### src/rtl/flash_erase_pkg.sv
package flash_erase_pkg;
  localparam logic [7:0] OP_PAGE_ERASE  = 8'h81;
  localparam logic [7:0] OP_BLOCK_ERASE = 8'h50;
  localparam logic [7:0] OP_STATUS      = 8'hD7;

  typedef enum logic [2:0] {
    S_IDLE, S_DIVA, S_DIVL, S_PREP, S_CMD, S_GAP, S_POLL
  } seq_state_t;
endpackage

### src/rtl/flash_erase_div.sv
module flash_erase_div #(
  parameter int NUM_W = 24,
  parameter int DEN_W = 12
) (
  input  logic             clk,
  input  logic             rst,
  input  logic             start,
  input  logic [NUM_W-1:0] num,
  input  logic [DEN_W-1:0] den,
  output logic             fin,
  output logic [NUM_W-1:0] quo,
  output logic [NUM_W-1:0] rem
);
  logic             run;
  logic [NUM_W-1:0] den_ext;

  assign den_ext = NUM_W'(den);

  always_ff @(posedge clk) begin
    if (rst) begin
      run <= 1'b0;
      fin <= 1'b0;
      quo <= '0;
      rem <= '0;
    end else begin
      fin <= 1'b0;
      if (start) begin
        run <= 1'b1;
        quo <= '0;
        rem <= num;
      end else if (run) begin
        if (den_ext != '0 && rem >= den_ext) begin
          rem <= rem - den_ext;
          quo <= quo + 1'b1;
        end else begin
          run <= 1'b0;
          fin <= 1'b1;
        end
      end
    end
  end

  AST_DIV_REM_BELOW_DEN: assert property (@(posedge clk) disable iff (rst)
    (fin && den_ext != '0) |-> (rem < den_ext));
endmodule

### src/rtl/flash_erase_step.sv
module flash_erase_step
  import flash_erase_pkg::*;
#(
  parameter int ADDR_W    = 24,
  parameter int SH_W      = 4,
  parameter int BLK_PAGES = 8
) (
  input  logic [ADDR_W-1:0] page_idx,
  input  logic [ADDR_W-1:0] pages_left,
  input  logic [SH_W-1:0]   shift,
  input  logic [1:0]        byte_sel,
  output logic              is_block,
  output logic [7:0]        frame_byte,
  output logic [ADDR_W-1:0] next_idx,
  output logic [ADDR_W-1:0] next_left
);
  localparam int BLK_LG = $clog2(BLK_PAGES);

  logic [23:0]       flash_addr;
  logic [ADDR_W-1:0] stride;

  assign is_block   = (page_idx[BLK_LG-1:0] == '0) && (pages_left >= ADDR_W'(BLK_PAGES));
  assign stride     = is_block ? ADDR_W'(BLK_PAGES) : ADDR_W'(1);
  assign next_idx   = page_idx + stride;
  assign next_left  = pages_left - stride;
  assign flash_addr = 24'(page_idx << shift);

  always_comb begin
    case (byte_sel)
      2'd0:    frame_byte = is_block ? OP_BLOCK_ERASE : OP_PAGE_ERASE;
      2'd1:    frame_byte = flash_addr[23:16];
      2'd2:    frame_byte = flash_addr[15:8];
      default: frame_byte = 8'h00;
    endcase
  end
endmodule

### src/rtl/flash_erase_seq.sv
module flash_erase_seq
  import flash_erase_pkg::*;
#(
  parameter int ADDR_W = 24,
  parameter int PS_W   = 12,
  parameter int SH_W   = 4,
  parameter int GAP_W  = 8
) (
  input  logic              clk,
  input  logic              rst,
  input  logic              req_valid,
  input  logic [ADDR_W-1:0] req_addr,
  input  logic [ADDR_W-1:0] req_len,
  input  logic [PS_W-1:0]   page_size,
  input  logic [SH_W-1:0]   page_shift,
  input  logic [ADDR_W-1:0] dev_size,
  input  logic [GAP_W-1:0]  poll_gap,
  output logic              busy,
  output logic              done,
  output logic              error,
  output logic              spi_cs,
  output logic              spi_req,
  output logic [7:0]        spi_tx,
  input  logic              spi_ack,
  input  logic [7:0]        spi_rx
);
  localparam int BLK_PAGES = 8;

  seq_state_t        state;
  logic [PS_W-1:0]   ps_q;
  logic [SH_W-1:0]   sh_q;
  logic [GAP_W-1:0]  gap_q, gap_cnt;
  logic [ADDR_W-1:0] len_q, idx_q, left_q;
  logic [1:0]        bsel;
  logic              div_start, div_fin;
  logic [ADDR_W-1:0] div_num, div_quo, div_rem;
  logic              step_blk;
  logic [7:0]        step_byte;
  logic [ADDR_W-1:0] step_nidx, step_nleft;
  logic              out_of_range;

  assign out_of_range = ({1'b0, req_addr} + {1'b0, req_len}) > {1'b0, dev_size};
  assign bsel = (state == S_CMD) ? bsel_q + 2'd1 : 2'd0;

  logic [1:0] bsel_q;

  flash_erase_div #(.NUM_W(ADDR_W), .DEN_W(PS_W)) u_div (
    .clk(clk), .rst(rst), .start(div_start), .num(div_num), .den(ps_q),
    .fin(div_fin), .quo(div_quo), .rem(div_rem)
  );

  flash_erase_step #(.ADDR_W(ADDR_W), .SH_W(SH_W), .BLK_PAGES(BLK_PAGES)) u_step (
    .page_idx(idx_q), .pages_left(left_q), .shift(sh_q), .byte_sel(bsel),
    .is_block(step_blk), .frame_byte(step_byte),
    .next_idx(step_nidx), .next_left(step_nleft)
  );

  always_ff @(posedge clk) begin
    if (rst) begin
      state     <= S_IDLE;
      busy      <= 1'b0;
      done      <= 1'b0;
      error     <= 1'b0;
      spi_cs    <= 1'b0;
      spi_req   <= 1'b0;
      spi_tx    <= 8'h00;
      ps_q      <= '0;
      sh_q      <= '0;
      gap_q     <= '0;
      gap_cnt   <= '0;
      len_q     <= '0;
      idx_q     <= '0;
      left_q    <= '0;
      bsel_q    <= 2'd0;
      div_start <= 1'b0;
      div_num   <= '0;
    end else begin
      done      <= 1'b0;
      error     <= 1'b0;
      div_start <= 1'b0;
      case (state)
        S_IDLE: begin
          if (req_valid) begin
            ps_q  <= page_size;
            sh_q  <= page_shift;
            gap_q <= poll_gap;
            len_q <= req_len;
            if (req_len == '0) begin
              done <= 1'b1;
            end else if (out_of_range) begin
              error <= 1'b1;
            end else begin
              busy      <= 1'b1;
              div_start <= 1'b1;
              div_num   <= req_addr;
              state     <= S_DIVA;
            end
          end
        end
        S_DIVA: begin
          if (div_fin) begin
            if (div_rem != '0) begin
              error <= 1'b1;
              busy  <= 1'b0;
              state <= S_IDLE;
            end else begin
              idx_q     <= div_quo;
              div_start <= 1'b1;
              div_num   <= len_q;
              state     <= S_DIVL;
            end
          end
        end
        S_DIVL: begin
          if (div_fin) begin
            if (div_rem != '0) begin
              error <= 1'b1;
              busy  <= 1'b0;
              state <= S_IDLE;
            end else begin
              left_q <= div_quo;
              state  <= S_PREP;
            end
          end
        end
        S_PREP: begin
          spi_cs  <= 1'b1;
          spi_req <= 1'b1;
          spi_tx  <= step_byte;
          bsel_q  <= 2'd0;
          state   <= S_CMD;
        end
        S_CMD: begin
          if (spi_ack) begin
            if (bsel_q == 2'd3) begin
              spi_cs  <= 1'b0;
              spi_req <= 1'b0;
              gap_cnt <= gap_q;
              state   <= S_GAP;
            end else begin
              bsel_q <= bsel_q + 2'd1;
              spi_tx <= step_byte;
            end
          end
        end
        S_GAP: begin
          if (gap_cnt == '0) begin
            spi_cs  <= 1'b1;
            spi_req <= 1'b1;
            spi_tx  <= OP_STATUS;
            bsel_q  <= 2'd0;
            state   <= S_POLL;
          end else begin
            gap_cnt <= gap_cnt - 1'b1;
          end
        end
        S_POLL: begin
          if (spi_ack) begin
            if (bsel_q == 2'd0) begin
              bsel_q <= 2'd1;
              spi_tx <= 8'h00;
            end else begin
              spi_cs  <= 1'b0;
              spi_req <= 1'b0;
              if (spi_rx[7]) begin
                idx_q  <= step_nidx;
                left_q <= step_nleft;
                if (step_nleft == '0) begin
                  done  <= 1'b1;
                  busy  <= 1'b0;
                  state <= S_IDLE;
                end else begin
                  state <= S_PREP;
                end
              end else begin
                gap_cnt <= gap_q;
                state   <= S_GAP;
              end
            end
          end
        end
        default: state <= S_IDLE;
      endcase
    end
  end

  AST_DONE_ONE_CYCLE: assert property (@(posedge clk) disable iff (rst)
    done |=> !done);
  AST_DONE_ERR_APART: assert property (@(posedge clk) disable iff (rst)
    !(done && error));
  AST_CS_ONLY_BUSY: assert property (@(posedge clk) disable iff (rst)
    !busy |-> !spi_cs);
  AST_REQ_IN_FRAME: assert property (@(posedge clk) disable iff (rst)
    spi_req |-> spi_cs);
  AST_TX_HELD: assert property (@(posedge clk) disable iff (rst)
    (spi_req && !spi_ack) |=> (spi_req && $stable(spi_tx)));
  AST_BLOCK_ALIGNED: assert property (@(posedge clk) disable iff (rst)
    (spi_req && spi_tx == OP_BLOCK_ERASE && state == S_CMD && bsel_q == 2'd0)
      |-> (idx_q[2:0] == 3'd0));
endmodule

### config.mk
export PLATFORM = sky130hd
export DESIGN_NAME = flash_erase_seq
export DESIGN_NICKNAME = d
export VERILOG_FILES = /design/src/rtl/flash_erase_pkg.sv /design/src/rtl/flash_erase_div.sv /design/src/rtl/flash_erase_step.sv /design/src/rtl/flash_erase_seq.sv
export SDC_FILE = /design/constraint.sdc
export NUM_CORES = 1
export LEC_CHECK = 0
export BUFFER_PORTS_ARGS = -buffer_cell sky130_fd_sc_hd__clkbuf_2
export CAP_MARGIN = 20
export CORE_ASPECT_RATIO = 0.6
export CORE_MARGIN = 2
export CORE_UTILIZATION = 23
export DETAILED_ROUTE_END_ITERATION = 6
export SLEW_MARGIN = 25
export SYNTH_ARGS = -nofsm -noshare
export SYNTH_HDL_FRONTEND = slang
export SYNTH_SLANG_ARGS = --single-unit
### constraint.sdc
create_clock -name clk -period 5.56 [get_ports clk]
set_input_delay 1.112 -clock clk [delete_from_list [all_inputs] [get_ports clk]]
set_output_delay 1.112 -clock clk [all_outputs]
set_load 0.01 [all_outputs]
==> out/metrics.yaml <==
outcome: "finished, final reports clean"
drc: 0
vias_per_cell: 5.13
antenna_found_initial: 0
track_usage: 0.141
gp_routability_congestion: 0.912
switchingPower_mw: 1.65
drv_cap: 0
synth_edf_count: 0
final_area_sq_um: 15800
diodes: 0
cp.required_ns: 5.91
synth_top_family_by_area: "compound AO/OA/AOI/OAI gates"
synth-simple-area-share: 0.215
r2r-end: "busy"
synth_area_sq_um: 13300
maxSlewHeadroom: 0.256
nFillCells: 6264
clk_latency_ns: 0.45
arrival_ns: 5.66
grt_overflow: 0
start_util: 0.232
hold_path.class: "flip-flop to flip-flop"
synth-compound-area-share: 0.257
grt_pass1_wl_mm: 68.2
yosys.area.top_type: "dfxtp_1"
cts_root_buffer: "clkbuf_16"
yosysWarnings: 0
synthAdderAreaFrac: 0.0698
postRouteAntennaNets: 0
clock_skew_ns: 0.0161
place_hpwl_mm: 32.8
io_pins: 121
nets: 2004
synthFlopType: "dfxtp_1"
critPathLaunchType: "input port"
peakVddDrop_uv: 204
die_h_um: 190
hold_end: "u_div.fin"
yosysSeqAreaShare: 0.295
period_share: 0.954
clkPwrFrac: 0.275
routed_wl_mm: 43.3
p_total_mw: 4.51
crit_type: "input port to flip-flop"
cts.htree.levels: 4
leakage_nw: 5.99
grt_start_max_net_pins: 97
swShare: 0.366
place_area_sq_um: 15100
synthCells: 1712
port_buffers: 113
period_minus_slack_ns: 5.30
syn_to_final_growth_pct: 18.6
synth-seq-cells: 196
worstReg2RegStart: "left_q[5]"
synth_area_leaders: "dfxtp_1 30%, ha_1 6.7%, a21oi_1 6.6%, nand2_1 6.3%, nor2_1 4.0%"
die_x_um: 314
numCtsBuffers: 17
drtIter0Drc: 1282
core-area_sq_um: 57300
synthMuxAreaShare: 0.0645
drive_gt1_frac: 0.162
dieArea_sq_um: 59800
syn_nets: 1893
p_per_area_nw_per_um2: 286
clkSinkCount: 196
clk_pin_slew_worst_paths_ns: 0.07
power_frac_seq: 0.365
end_kind: "flip-flop"
worstHoldStart: "u_div.run"
worst_pin_slew_ns: 1.11
r2r_setup_slack_ns: 1.12
syn_area_per_cell_sq_um: 7.77
hold_violations: 0
p_comb_frac: 0.360
worstPathMaxFanout: 12
async_reset_ff_frac: 0
whs_ns: 0.444
setup_viol: 0
rsz0062_at_grt: "false"
wire_per_inst_um: 16.6
row_count: 68
synth-xor-area-share: 0.0435
fmax_mhz: 189
reg2regPathDepth: 15
finalMaxSlewViolations: 0
drt-pass1-iter-count: 6
hold_depth: 2
final_cells: 2605
grt_pass1_vias: 12400
clk_path_buf_depth: 2
cts_tree: "built"
power.internal_mw: 2.86
synth_top_cell_area_share: 0.295
vias: 13400
placedCellCount: 2571
synth.distinct_cells: 86
holdBufCountCts: 0
final_core_util: 0.275
state kept, by name (all words and copies together) (netlist names), 8 cells and up:
register and count:
div_num 24, gap_cnt 8, gap_q 8, idx_q 24, left_q 24, len_q 24, ps_q 12, spi_tx 8
u_div.quo 24, u_div.rem 24
power by group through the flow:
| stage | sequential (mW) | clock [mW] | combinational [mW] |
|---|---|---|---|
| CTS | 1.65 | 1.27 | 1.57 |
| detailed placement | 1.68 | 0 | 1.55 |
| floorplan | 1.64 | 0 | 1.13 |
| global route | 1.66 | 1.32 | 1.79 |
| global placement | 1.67 | 0 | 1.51 |
| finish | 1.65 | 1.24 | 1.62 |
cells in the final DEF, fill, tap and decap left out, drive strengths merged, types with 15 or more instances in the layout:
| master | netlist | routed |
|---|---|---|
| a211oi | 44 | 44 |
| a21o | 18 | 18 |
| a21oi | 176 | 176 |
| a22oi | 18 | 18 |
| a311oi | 31 | 31 |
| a31oi | 16 | 16 |
| and3 | 22 | 22 |
| buf | 24 | 94 |
| clkbuf | 92 | 134 |
| dfxtp | 196 | 196 |
| ha | 71 | 71 |
| inv | 72 | 78 |
| mux2i | 53 | 53 |
| nand2 | 223 | 223 |
| nand3 | 37 | 37 |
| nand4 | 25 | 25 |
| nor2 | 144 | 144 |
| nor3 | 28 | 28 |
| nor4 | 30 | 30 |
| o21a | 15 | 15 |
| o21ai | 82 | 82 |
| xnor2 | 41 | 41 |
| xor2 | 25 | 25 |
area by class of cell:
cell class | instances | area [sq um] | area share
Multi-Input combinational cell | 1327 | 8690 | 0.551
Inverter | 73 | 274 | 0.0174
Clock buffer | 20 | 447 | 0.0283
Clock inverter | 11 | 115 | 0.00730
Sequential cell | 196 | 3920 | 0.249
Timing Repair Buffer | 208 | 1350 | 0.0858
Tap cell | 770 | 963 | 0.0611
worst max-delay path by stage:
stage                     start          end  slack [ns]  cells after the start
floorplan           req_addr[0]  div_num[20]        0.17                     20
global placement    req_addr[0]   div_num[6]       -0.47                     21
detailed placement  req_addr[0]   div_num[6]       -0.59                     21
CTS                 req_addr[0]   div_num[6]       0.002                     21
global route        req_addr[0]   div_num[6]        0.05                     22
finish              req_addr[0]  div_num[10]        0.26                     24
per-layer routing:
layer  routed length [um]  part of all wire  global-route usage
met5                    0                 0                   0
met4                  403            0.0093              0.0251
met3                 2850             0.066              0.0278
met2                17300              0.40               0.199
met1                22700              0.53               0.219
cells in the mapped netlist (all sizes together), types with 10 or more instances:
master  instances
nand2         223
dfxtp         196
a21oi         176
nor2          144
clkbuf         92
o21ai          82
inv            72
ha             71
mux2i          53
a211oi         44
xnor2          41
nand3          37
a311oi         31
nor4           30
nor3           28
nand4          25
xor2           25
buf            24
and3           22
a21o           18
a22oi          18
a31oi          16
o21a           15
o22ai          14
o31ai          14
or3            14
nor2b          13
mux4           12
and2           11
a31o           10
o211ai         10
worst max-delay path, cell delays in order:
cell	delay [ns]
clkbuf_2	0.10
ha_1	0.22
fa_1	0.40
a211o_1	0.30
a21oi_2	0.18
o2111ai_2	0.20
nand4_1	0.19
a21oi_1	0.13
buf_4	0.17
and2_1	0.14
o21ai_0	0.14
a221oi_1	0.11
ha_1	0.31
nand4_1	0.29
nor4_1	0.36
buf_4	0.19
a31oi_1	0.09
nand2_1	0.10
a21oi_2	0.08
o21ai_4	0.19
buf_12	0.15
clkbuf_16	0.17
a21oi_1	0.07
a311oi_1	0.26
stage by stage:
stage	setup WS, ns	TNS [ns]
after floorplan	0.168	0
after CTS	0.00207	0
after global placement	-0.468	-12.36
after detailed placement	-0.593	-15.21
after global routing	0.0470	0
final	0.256	0
cells by family (layout without fill, tap and decap cells):
kind of cell / count (synthesis) / after routing
mux: 70 / 70
compound gates: 521 / 521
xor+xnor: 66 / 66
flops: 196 / 196
fa+ha+maj: 73 / 73
simple gates: 597 / 597
buf+inv: 189 / 312
repair_timing:
| item | 4_1_cts | 5_1_grt |
|---|---|---|
| setup endpoints to repair | 26 | 29 |
| gates resized for setup | 3 | 6 |
| pin swaps | 1 | 3 |
| setup buffers | 0 | 1 |
| cloned | 0 | 2 |
Power figures use the tool's default switching activity.
